`src/rtl/eis_pkg.sv`:
```
// Package: shared types for the external interrupt sense controller.
// Assumes nothing beyond IEEE 1800-2017 enum support.
package eis_pkg;

    // Per-line sense code as stored in the control word.
    typedef enum logic [1:0] {
        SENSE_LVL_HI = 2'd0,
        SENSE_RISE   = 2'd1,
        SENSE_FALL   = 2'd2,
        SENSE_LVL_LO = 2'd3
    } sense_e;

    // True when the code selects an edge-latched mode.
    function automatic logic is_edge_mode(input sense_e s);
        return (s == SENSE_RISE) || (s == SENSE_FALL);
    endfunction

endpackage

```
`src/rtl/eis_sync.sv`:
```
// Module: eis_sync
// Multi-stage flop synchroniser for a vector of asynchronous inputs.
// Assumes each bit is independent (no bus coherency required) and
// STAGES >= 2. Synchronous active-low reset clears every stage.
module eis_sync #(
    parameter int WIDTH  = 4,
    parameter int STAGES = 2
) (
    input  logic             clk,
    input  logic             rst_n,
    input  logic [WIDTH-1:0] async_i,
    output logic [WIDTH-1:0] sync_o
);

    logic [STAGES-1:0][WIDTH-1:0] stage_q;

    // First stage captures the raw pins.
    always_ff @(posedge clk) begin
        if (!rst_n) stage_q[0] <= '0;
        else        stage_q[0] <= async_i;
    end

    // Remaining stages shift the sample along the chain.
    for (genvar i = 1; i < STAGES; i++) begin : g_stage
        always_ff @(posedge clk) begin
            if (!rst_n) stage_q[i] <= '0;
            else        stage_q[i] <= stage_q[i-1];
        end
    end

    assign sync_o = stage_q[STAGES-1];

endmodule

```
`src/rtl/eis_ctrl_reg.sv`:
```
// Module: eis_ctrl_reg
// Holds the shared control word: per-line sense codes and enables.
// Acknowledge bits are not stored; a write with such a bit set raises a
// one-cycle strobe for that line. A write that changes a line's sense code
// raises that line's change strobe. Assumes the three field groups do not
// overlap for the chosen parameters; bits outside them read as 0.
module eis_ctrl_reg #(
    parameter int NUM_LINES = 4,
    parameter int DATA_W    = 32,
    parameter int SENSE_MSB = 23,
    parameter int EN_MSB    = 11,
    parameter int ACK_MSB   = 27
) (
    input  logic                              clk,
    input  logic                              rst_n,
    input  logic                              wr_en_i,
    input  logic [DATA_W-1:0]                 wr_data_i,
    output logic [DATA_W-1:0]                 rd_data_o,
    output eis_pkg::sense_e [NUM_LINES-1:0]   sense_o,
    output logic [NUM_LINES-1:0]              en_o,
    output logic [NUM_LINES-1:0]              ack_o,
    output logic [NUM_LINES-1:0]              chg_o
);

    localparam int SENSE_LSB = SENSE_MSB - 2*NUM_LINES + 1;
    localparam int EN_LSB    = EN_MSB - NUM_LINES + 1;

    eis_pkg::sense_e [NUM_LINES-1:0] sense_q;
    logic [NUM_LINES-1:0]            en_q;
    logic [DATA_W-1:0]               used_mask;

    for (genvar n = 0; n < NUM_LINES; n++) begin : g_line
        localparam int SB = SENSE_MSB - 2*n;
        localparam int EB = EN_MSB - n;
        localparam int AB = ACK_MSB - n;

        eis_pkg::sense_e wr_sense;
        assign wr_sense = eis_pkg::sense_e'(wr_data_i[SB -: 2]);

        // Update this line's sense code and enable on a write.
        always_ff @(posedge clk) begin
            if (!rst_n) begin
                sense_q[n] <= eis_pkg::SENSE_LVL_HI;
                en_q[n]    <= 1'b0;
            end else if (wr_en_i) begin
                sense_q[n] <= wr_sense;
                en_q[n]    <= wr_data_i[EB];
            end
        end

        // Strobes: acknowledge and sense-code change for this line.
        assign ack_o[n] = wr_en_i & wr_data_i[AB];
        assign chg_o[n] = wr_en_i & (wr_sense != sense_q[n]);
    end

    // Place stored fields into the read-back word; all else reads zero.
    always_comb begin
        rd_data_o = '0;
        used_mask = '0;
        for (int n = 0; n < NUM_LINES; n++) begin
            rd_data_o[SENSE_MSB - 2*n -: 2] = sense_q[n];
            rd_data_o[EN_MSB - n]           = en_q[n];
            used_mask[SENSE_MSB - 2*n -: 2] = 2'b11;
            used_mask[EN_MSB - n]           = 1'b1;
            used_mask[ACK_MSB - n]          = 1'b1;
        end
    end

    // Bits of the write word that carry no field are deliberately dropped.
    logic unused_wr_bits;
    assign unused_wr_bits = ^(wr_data_i & ~used_mask);

    assign sense_o = sense_q;
    assign en_o    = en_q;

    // Layout sanity on the parameters.
    initial begin
        if (SENSE_LSB < 0 || EN_LSB < 0 || ACK_MSB >= DATA_W ||
            SENSE_MSB >= DATA_W || ACK_MSB - NUM_LINES + 1 < 0)
            $display("eis_ctrl_reg: field layout does not fit the word");
    end

endmodule

```
`src/rtl/eis_line.sv`:
```
// Module: eis_line
// One line's sense logic: edge detection against the previous synchronised
// sample, the edge latch with acknowledge, and enable gating.
// Assumes pin_sync_i is already synchronous to clk. A newly detected edge
// wins over a same-cycle acknowledge; a sense-code change clears the latch.
module eis_line (
    input  logic            clk,
    input  logic            rst_n,
    input  logic            pin_sync_i,
    input  eis_pkg::sense_e sense_i,
    input  logic            en_i,
    input  logic            ack_i,
    input  logic            chg_i,
    output logic            latched_o,
    output logic            req_o
);

    logic prev_q;
    logic latch_q;
    logic rise, fall, hit, edge_mode, level_cond;

    // Remember the previous synchronised sample for edge detection.
    always_ff @(posedge clk) begin
        if (!rst_n) prev_q <= 1'b0;
        else        prev_q <= pin_sync_i;
    end

    // Decode the active condition for the selected sense code.
    always_comb begin
        rise       = pin_sync_i & ~prev_q;
        fall       = ~pin_sync_i & prev_q;
        edge_mode  = eis_pkg::is_edge_mode(sense_i);
        hit        = (sense_i == eis_pkg::SENSE_RISE) ? rise : fall;
        level_cond = (sense_i == eis_pkg::SENSE_LVL_LO) ? ~pin_sync_i : pin_sync_i;
    end

    // Edge latch: cleared by code change or level mode, set by edge, cleared by ack.
    always_ff @(posedge clk) begin
        if (!rst_n)                  latch_q <= 1'b0;
        else if (chg_i || !edge_mode) latch_q <= 1'b0;
        else if (hit)                latch_q <= 1'b1;
        else if (ack_i)              latch_q <= 1'b0;
    end

    assign latched_o = latch_q;
    assign req_o     = en_i & (edge_mode ? latch_q : level_cond);

endmodule

```
`src/rtl/ext_irq_sense.sv`:
```
// Module: ext_irq_sense (top)
// External interrupt sense controller: synchronises the pins, applies each
// line's sense code and enable from the shared control word, and splits the
// qualified requests into critical-class and main-class outputs.
// Assumes 1 <= NUM_CRIT < NUM_LINES and a field layout that fits DATA_W.
module ext_irq_sense #(
    parameter int NUM_LINES   = 4,
    parameter int NUM_CRIT    = 1,
    parameter int SYNC_STAGES = 2,
    parameter int DATA_W      = 32,
    parameter int SENSE_MSB   = 23,
    parameter int EN_MSB      = 11,
    parameter int ACK_MSB     = 27
) (
    input  logic                          clk,
    input  logic                          rst_n,
    input  logic [NUM_LINES-1:0]          irq_pin_i,
    input  logic                          wr_en_i,
    input  logic [DATA_W-1:0]             wr_data_i,
    output logic [DATA_W-1:0]             rd_data_o,
    output logic [NUM_LINES-1:0]          line_req_o,
    output logic [NUM_CRIT-1:0]           crit_req_o,
    output logic [NUM_LINES-NUM_CRIT-1:0] main_req_o
);

    localparam int NUM_MAIN = NUM_LINES - NUM_CRIT;

    logic [NUM_LINES-1:0]            pin_sync;
    eis_pkg::sense_e [NUM_LINES-1:0] line_sense;
    logic [NUM_LINES-1:0]            line_en;
    logic [NUM_LINES-1:0]            line_ack;
    logic [NUM_LINES-1:0]            line_chg;
    logic [NUM_LINES-1:0]            line_latched;
    logic [NUM_LINES-1:0]            line_req;

    eis_sync #(
        .WIDTH  (NUM_LINES),
        .STAGES (SYNC_STAGES)
    ) u_sync (
        .clk     (clk),
        .rst_n   (rst_n),
        .async_i (irq_pin_i),
        .sync_o  (pin_sync)
    );

    eis_ctrl_reg #(
        .NUM_LINES (NUM_LINES),
        .DATA_W    (DATA_W),
        .SENSE_MSB (SENSE_MSB),
        .EN_MSB    (EN_MSB),
        .ACK_MSB   (ACK_MSB)
    ) u_ctrl (
        .clk       (clk),
        .rst_n     (rst_n),
        .wr_en_i   (wr_en_i),
        .wr_data_i (wr_data_i),
        .rd_data_o (rd_data_o),
        .sense_o   (line_sense),
        .en_o      (line_en),
        .ack_o     (line_ack),
        .chg_o     (line_chg)
    );

    for (genvar n = 0; n < NUM_LINES; n++) begin : g_line
        eis_line u_line (
            .clk        (clk),
            .rst_n      (rst_n),
            .pin_sync_i (pin_sync[n]),
            .sense_i    (line_sense[n]),
            .en_i       (line_en[n]),
            .ack_i      (line_ack[n]),
            .chg_i      (line_chg[n]),
            .latched_o  (line_latched[n]),
            .req_o      (line_req[n])
        );
    end

    // Route the lowest lines to the critical class, the rest to main.
    assign line_req_o = line_req;
    assign crit_req_o = line_req[NUM_CRIT-1:0];
    assign main_req_o = line_req[NUM_LINES-1 -: NUM_MAIN];

endmodule

```
`config.mk`:
```
export PLATFORM = sky130hd
export DESIGN_NAME = ext_irq_sense
export DESIGN_NICKNAME = d
export VERILOG_FILES = /design/src/rtl/eis_pkg.sv /design/src/rtl/eis_sync.sv /design/src/rtl/eis_ctrl_reg.sv /design/src/rtl/eis_line.sv /design/src/rtl/ext_irq_sense.sv
export SDC_FILE = /design/constraint.sdc
export NUM_CORES = 1
export LEC_CHECK = 0
export BUFFER_PORTS_ARGS = -buffer_cell sky130_fd_sc_hd__buf_2
export CAP_MARGIN = 15
export CORE_UTILIZATION = 40
export CTS_BUF_LIST = sky130_fd_sc_hd__clkbuf_8
export DETAILED_ROUTE_END_ITERATION = 16
export PLACE_DENSITY = 0.75
export SLEW_MARGIN = 20
export SYNTH_ARGS = -nofsm -noshare
export SYNTH_HDL_FRONTEND = slang
export SYNTH_SLANG_ARGS = --single-unit
```
`constraint.sdc`:
```
create_clock -name clk -period 3.2 [get_ports clk]
set_input_delay 0.32 -clock clk [delete_from_list [all_inputs] [get_ports clk]]
set_output_delay 0.32 -clock clk [all_outputs]
set_load 0.01 [all_outputs]
```
==> results.toml <==
[cts]
clkLatencyLatePin_ns = 0.26
cts.repair_timing.setup_buffer_count = 0
clock_path_buffers = 2
post_cts_resized = 0
h-tree-depth = 1
cts_hold_buf = 0
cts_inserted_buffers = 3
cts_sinks = 28
cts_tree = "done"
path_clk_slew_ns = 0.09
cts_root_buf = "clkbuf_8"

[timing]
drv_slew = 0
setup_ws_ns = 1.45
setup_tns_ns = 0
finalHoldViolations = 0
setup_viol = 0
clock_skew_ns = 0.00277
worst_pin_slew_ns = 0.542
max_slew_margin_pct = 63.9
fin_crit_sh_pct = 54.7
min_period_ns = 1.75
grt_setup_unrepaired = "no"
fmax_ghz = 0.572

[power]
p_per_area_nw_per_um2 = 396
internal_power_uw = 503
pwr-share-comb_pct = 17.2
power_uw = 677
clkPwrFrac_pct = 27.1
ir_drop_v = 0.000277
p_switching_uw = 174
p_leak_uw = 0.000893
seqPwrFrac_pct = 55.7
switching_share_pct = 25.7

[yosys]
async_reset_ff_share_pct = 0
syn_inst = 156
yosysUniqueCellTypes = 24
synth-seq-cells = 28
syn_avg_cell_area_um2 = 10.2
synthFlopType = "dfxtp_1"
synth-edff-count = 0
synth_area_um2 = 1600
synth-seq-area-share_pct = 35.1
ys_warn_count = 0

[critical_path]
crit_chain = "inv_1, ha_1, o211a_1, buf_2"
path_depth = 4
worstPathArrival_ns = 1.43
crit_required_ns = 2.88
crit_fanout = 5
reg2reg_slack_ns = 1.81
cp-startpoint = "u_ctrl.rd_data_o[21]"
critPathTopFamily = "flip-flops"
critPathCapture = "line_req_o[1]"
start_kind = "flip-flop"
path_buf_inv = 2
slowest_delay_ns = 0.42
end_kind = "output port"
r2r_cells = 5
critPathKind = "reg2out"
r2r-end = "g_line[2].u_line.latched_o"
worstReg2RegStart = "u_ctrl.rd_data_o[19]"
cpMaxStageDelayCell = "dfxtp_1"

[floorplan]
die_x_um = 65.2
num_io_pins = 79
dieArea_um2 = 4250
core-area_um2 = 3740
die_h_um = 65.2
rows = 22
start_util_pct = 42.7

[finish]
fin_cells = 233
layout.nets = 234
n_antenna_cell = 0
finalInstanceArea_um2 = 1710
drive_above_1_share_pct = 29.2
syn2layout_area_growth_pct = 6.97

[detailed_routing]
drc = 0
drt.antenna.violating_nets = 0
drt_iter0_drc = 17
drt_pass1_iterations = 3
vias = 1022
wl_per_cell_um = 9.68
routed_wl_um = 2260
via_per_inst = 4.39

[global_route]
grt_use_total_pct = 11.2
grt-ovfl-total = 0
antenna_found_initial = 0
grt_pass1_vias = 858
grt_pass1_wl_um = 3730
grt_max_degree = 29

[worst_hold_path]
min_path_type = "in2reg"

[place]
postPlaceCellArea_um2 = 1670
dp.cells = 230
post-place-ws_ns = 1.59
post-dp-hpwl_um = 1690
gp_congestion = 0.690
numPortBuffers = 42

[run]
drv_cap = 0

[run_status]
outcome = "finished clean"
==> through the flow <==
step / util, % / hold WS (ns)
6_report: 45.7 / 0.255
5_1_grt: 45.7 / 0.241
4_1_cts: 45.7 / 0.242
3_5_place_dp: 44.6 / 0.419
3_3_place_gp: 44.6 / 0.414
2_1_floorplan: - / 0.412
==> Yosys cell counts, types with 4 or more instances <==
| cell | instances | area [um^2] |
|---|---|---|
| inv_1 | 4 | 15.0 |
| nor2_1 | 4 | 15.0 |
| nand2_1 | 4 | 15.0 |
| xnor2_1 | 4 | 35.0 |
| nor2b_1 | 16 | 100 |
| mux2i_1 | 12 | 120 |
| xor2_1 | 8 | 70.1 |
| buf_4 | 31 | 233 |
| ha_1 | 8 | 100 |
| dfxtp_1 | 28 | 561 |
| o211a_1 | 4 | 40.0 |
| and2_1 | 12 | 75.1 |
==> cell type report <==
class,count,area (um^2)
Clock buffer,3,41.3
Fill cell,375,2030
Inverter,4,15.0
Multi-Input combinational cell,108,822
Sequential cell,28,561
Tap cell,48,60.1
Timing Repair Buffer,42,210
==> worst min path at each step <==
| stage | from | to | slack, ns | cells after the start |
|---|---|---|---|---|
| after floorplan | u_sync.stage_q[0] | u_sync.sync_o[0] | 0.41 | 1 |
| after global placement | u_sync.stage_q[2] | u_sync.sync_o[2] | 0.41 | 1 |
| after detailed placement | u_sync.stage_q[0] | u_sync.sync_o[0] | 0.42 | 1 |
| after CTS | irq_pin_i[2] | u_sync.stage_q[2] | 0.24 | 2 |
| after global routing | irq_pin_i[2] | u_sync.stage_q[2] | 0.24 | 2 |
| final | irq_pin_i[3] | u_sync.stage_q[3] | 0.25 | 2 |
==> power groups by stage <==
stage	registers (uW)	logic [uW]	clock network (uW)
after global routing	381	131	213
final	377	116	183
after floorplan	386	108	0
after detailed placement	386	118	0
after CTS	378	118	200
after global placement	386	115	0
==> worst reg2reg max path, stage by stage (launching register included) <==
cell and delay, ns:
dfxtp_1 0.40, inv_1 0.07, ha_1 0.19, nor2b_1 0.13, a221oi_1 0.26, and4bb_1 0.25
==> cell usage in the layout, fill, tap and decap left out, types with 4 or more instances in the layout <==
cell,netlist,layout
xnor2_1,4,4
and2_1,12,12
nand2_1,4,4
nor2_1,4,4
nor2b_1,16,16
buf_2,0,42
xor2_1,8,8
ha_1,8,8
dfxtp_1,28,28
conb_1,1,20
o211a_1,4,4
mux2i_1,12,12
inv_1,4,4
==> layer usage <==
metal  GRT usage (%)  wire length [um]  vias to the layer above
met2            19.6              1080                       32
met4            2.45                 8                        0
met1            13.5              1060                      465
met5               0                 0                        -
li1                -                 -                      523
met3            3.13               111                        2
==> flip-flops by register name, indices dropped and copies added (netlist names) <==
name / flops
g_line.u_line.prev_q: 4
u_ctrl.en_o: 4
u_sync.sync_o: 4
u_ctrl.rd_data_o: 8
u_sync.stage_q: 4
g_line.u_line.latched_o: 4
==> cells by family (layout without fill, tap and decap cells) <==
family	count (synthesis)	in the layout	share of synthesized area, %
adders and majority gates	8	8	6.26
other	1	20	0.235
muxes	12	12	7.52
AOI/OAI and AO/OA	16	16	9.71
DFF	28	28	35.1
xor gates and xnor gates	12	12	6.58
buffers and inverters	39	49	17.9
and+or+nand+nor	40	40	16.7
Power figures use the tool's default switching activity.
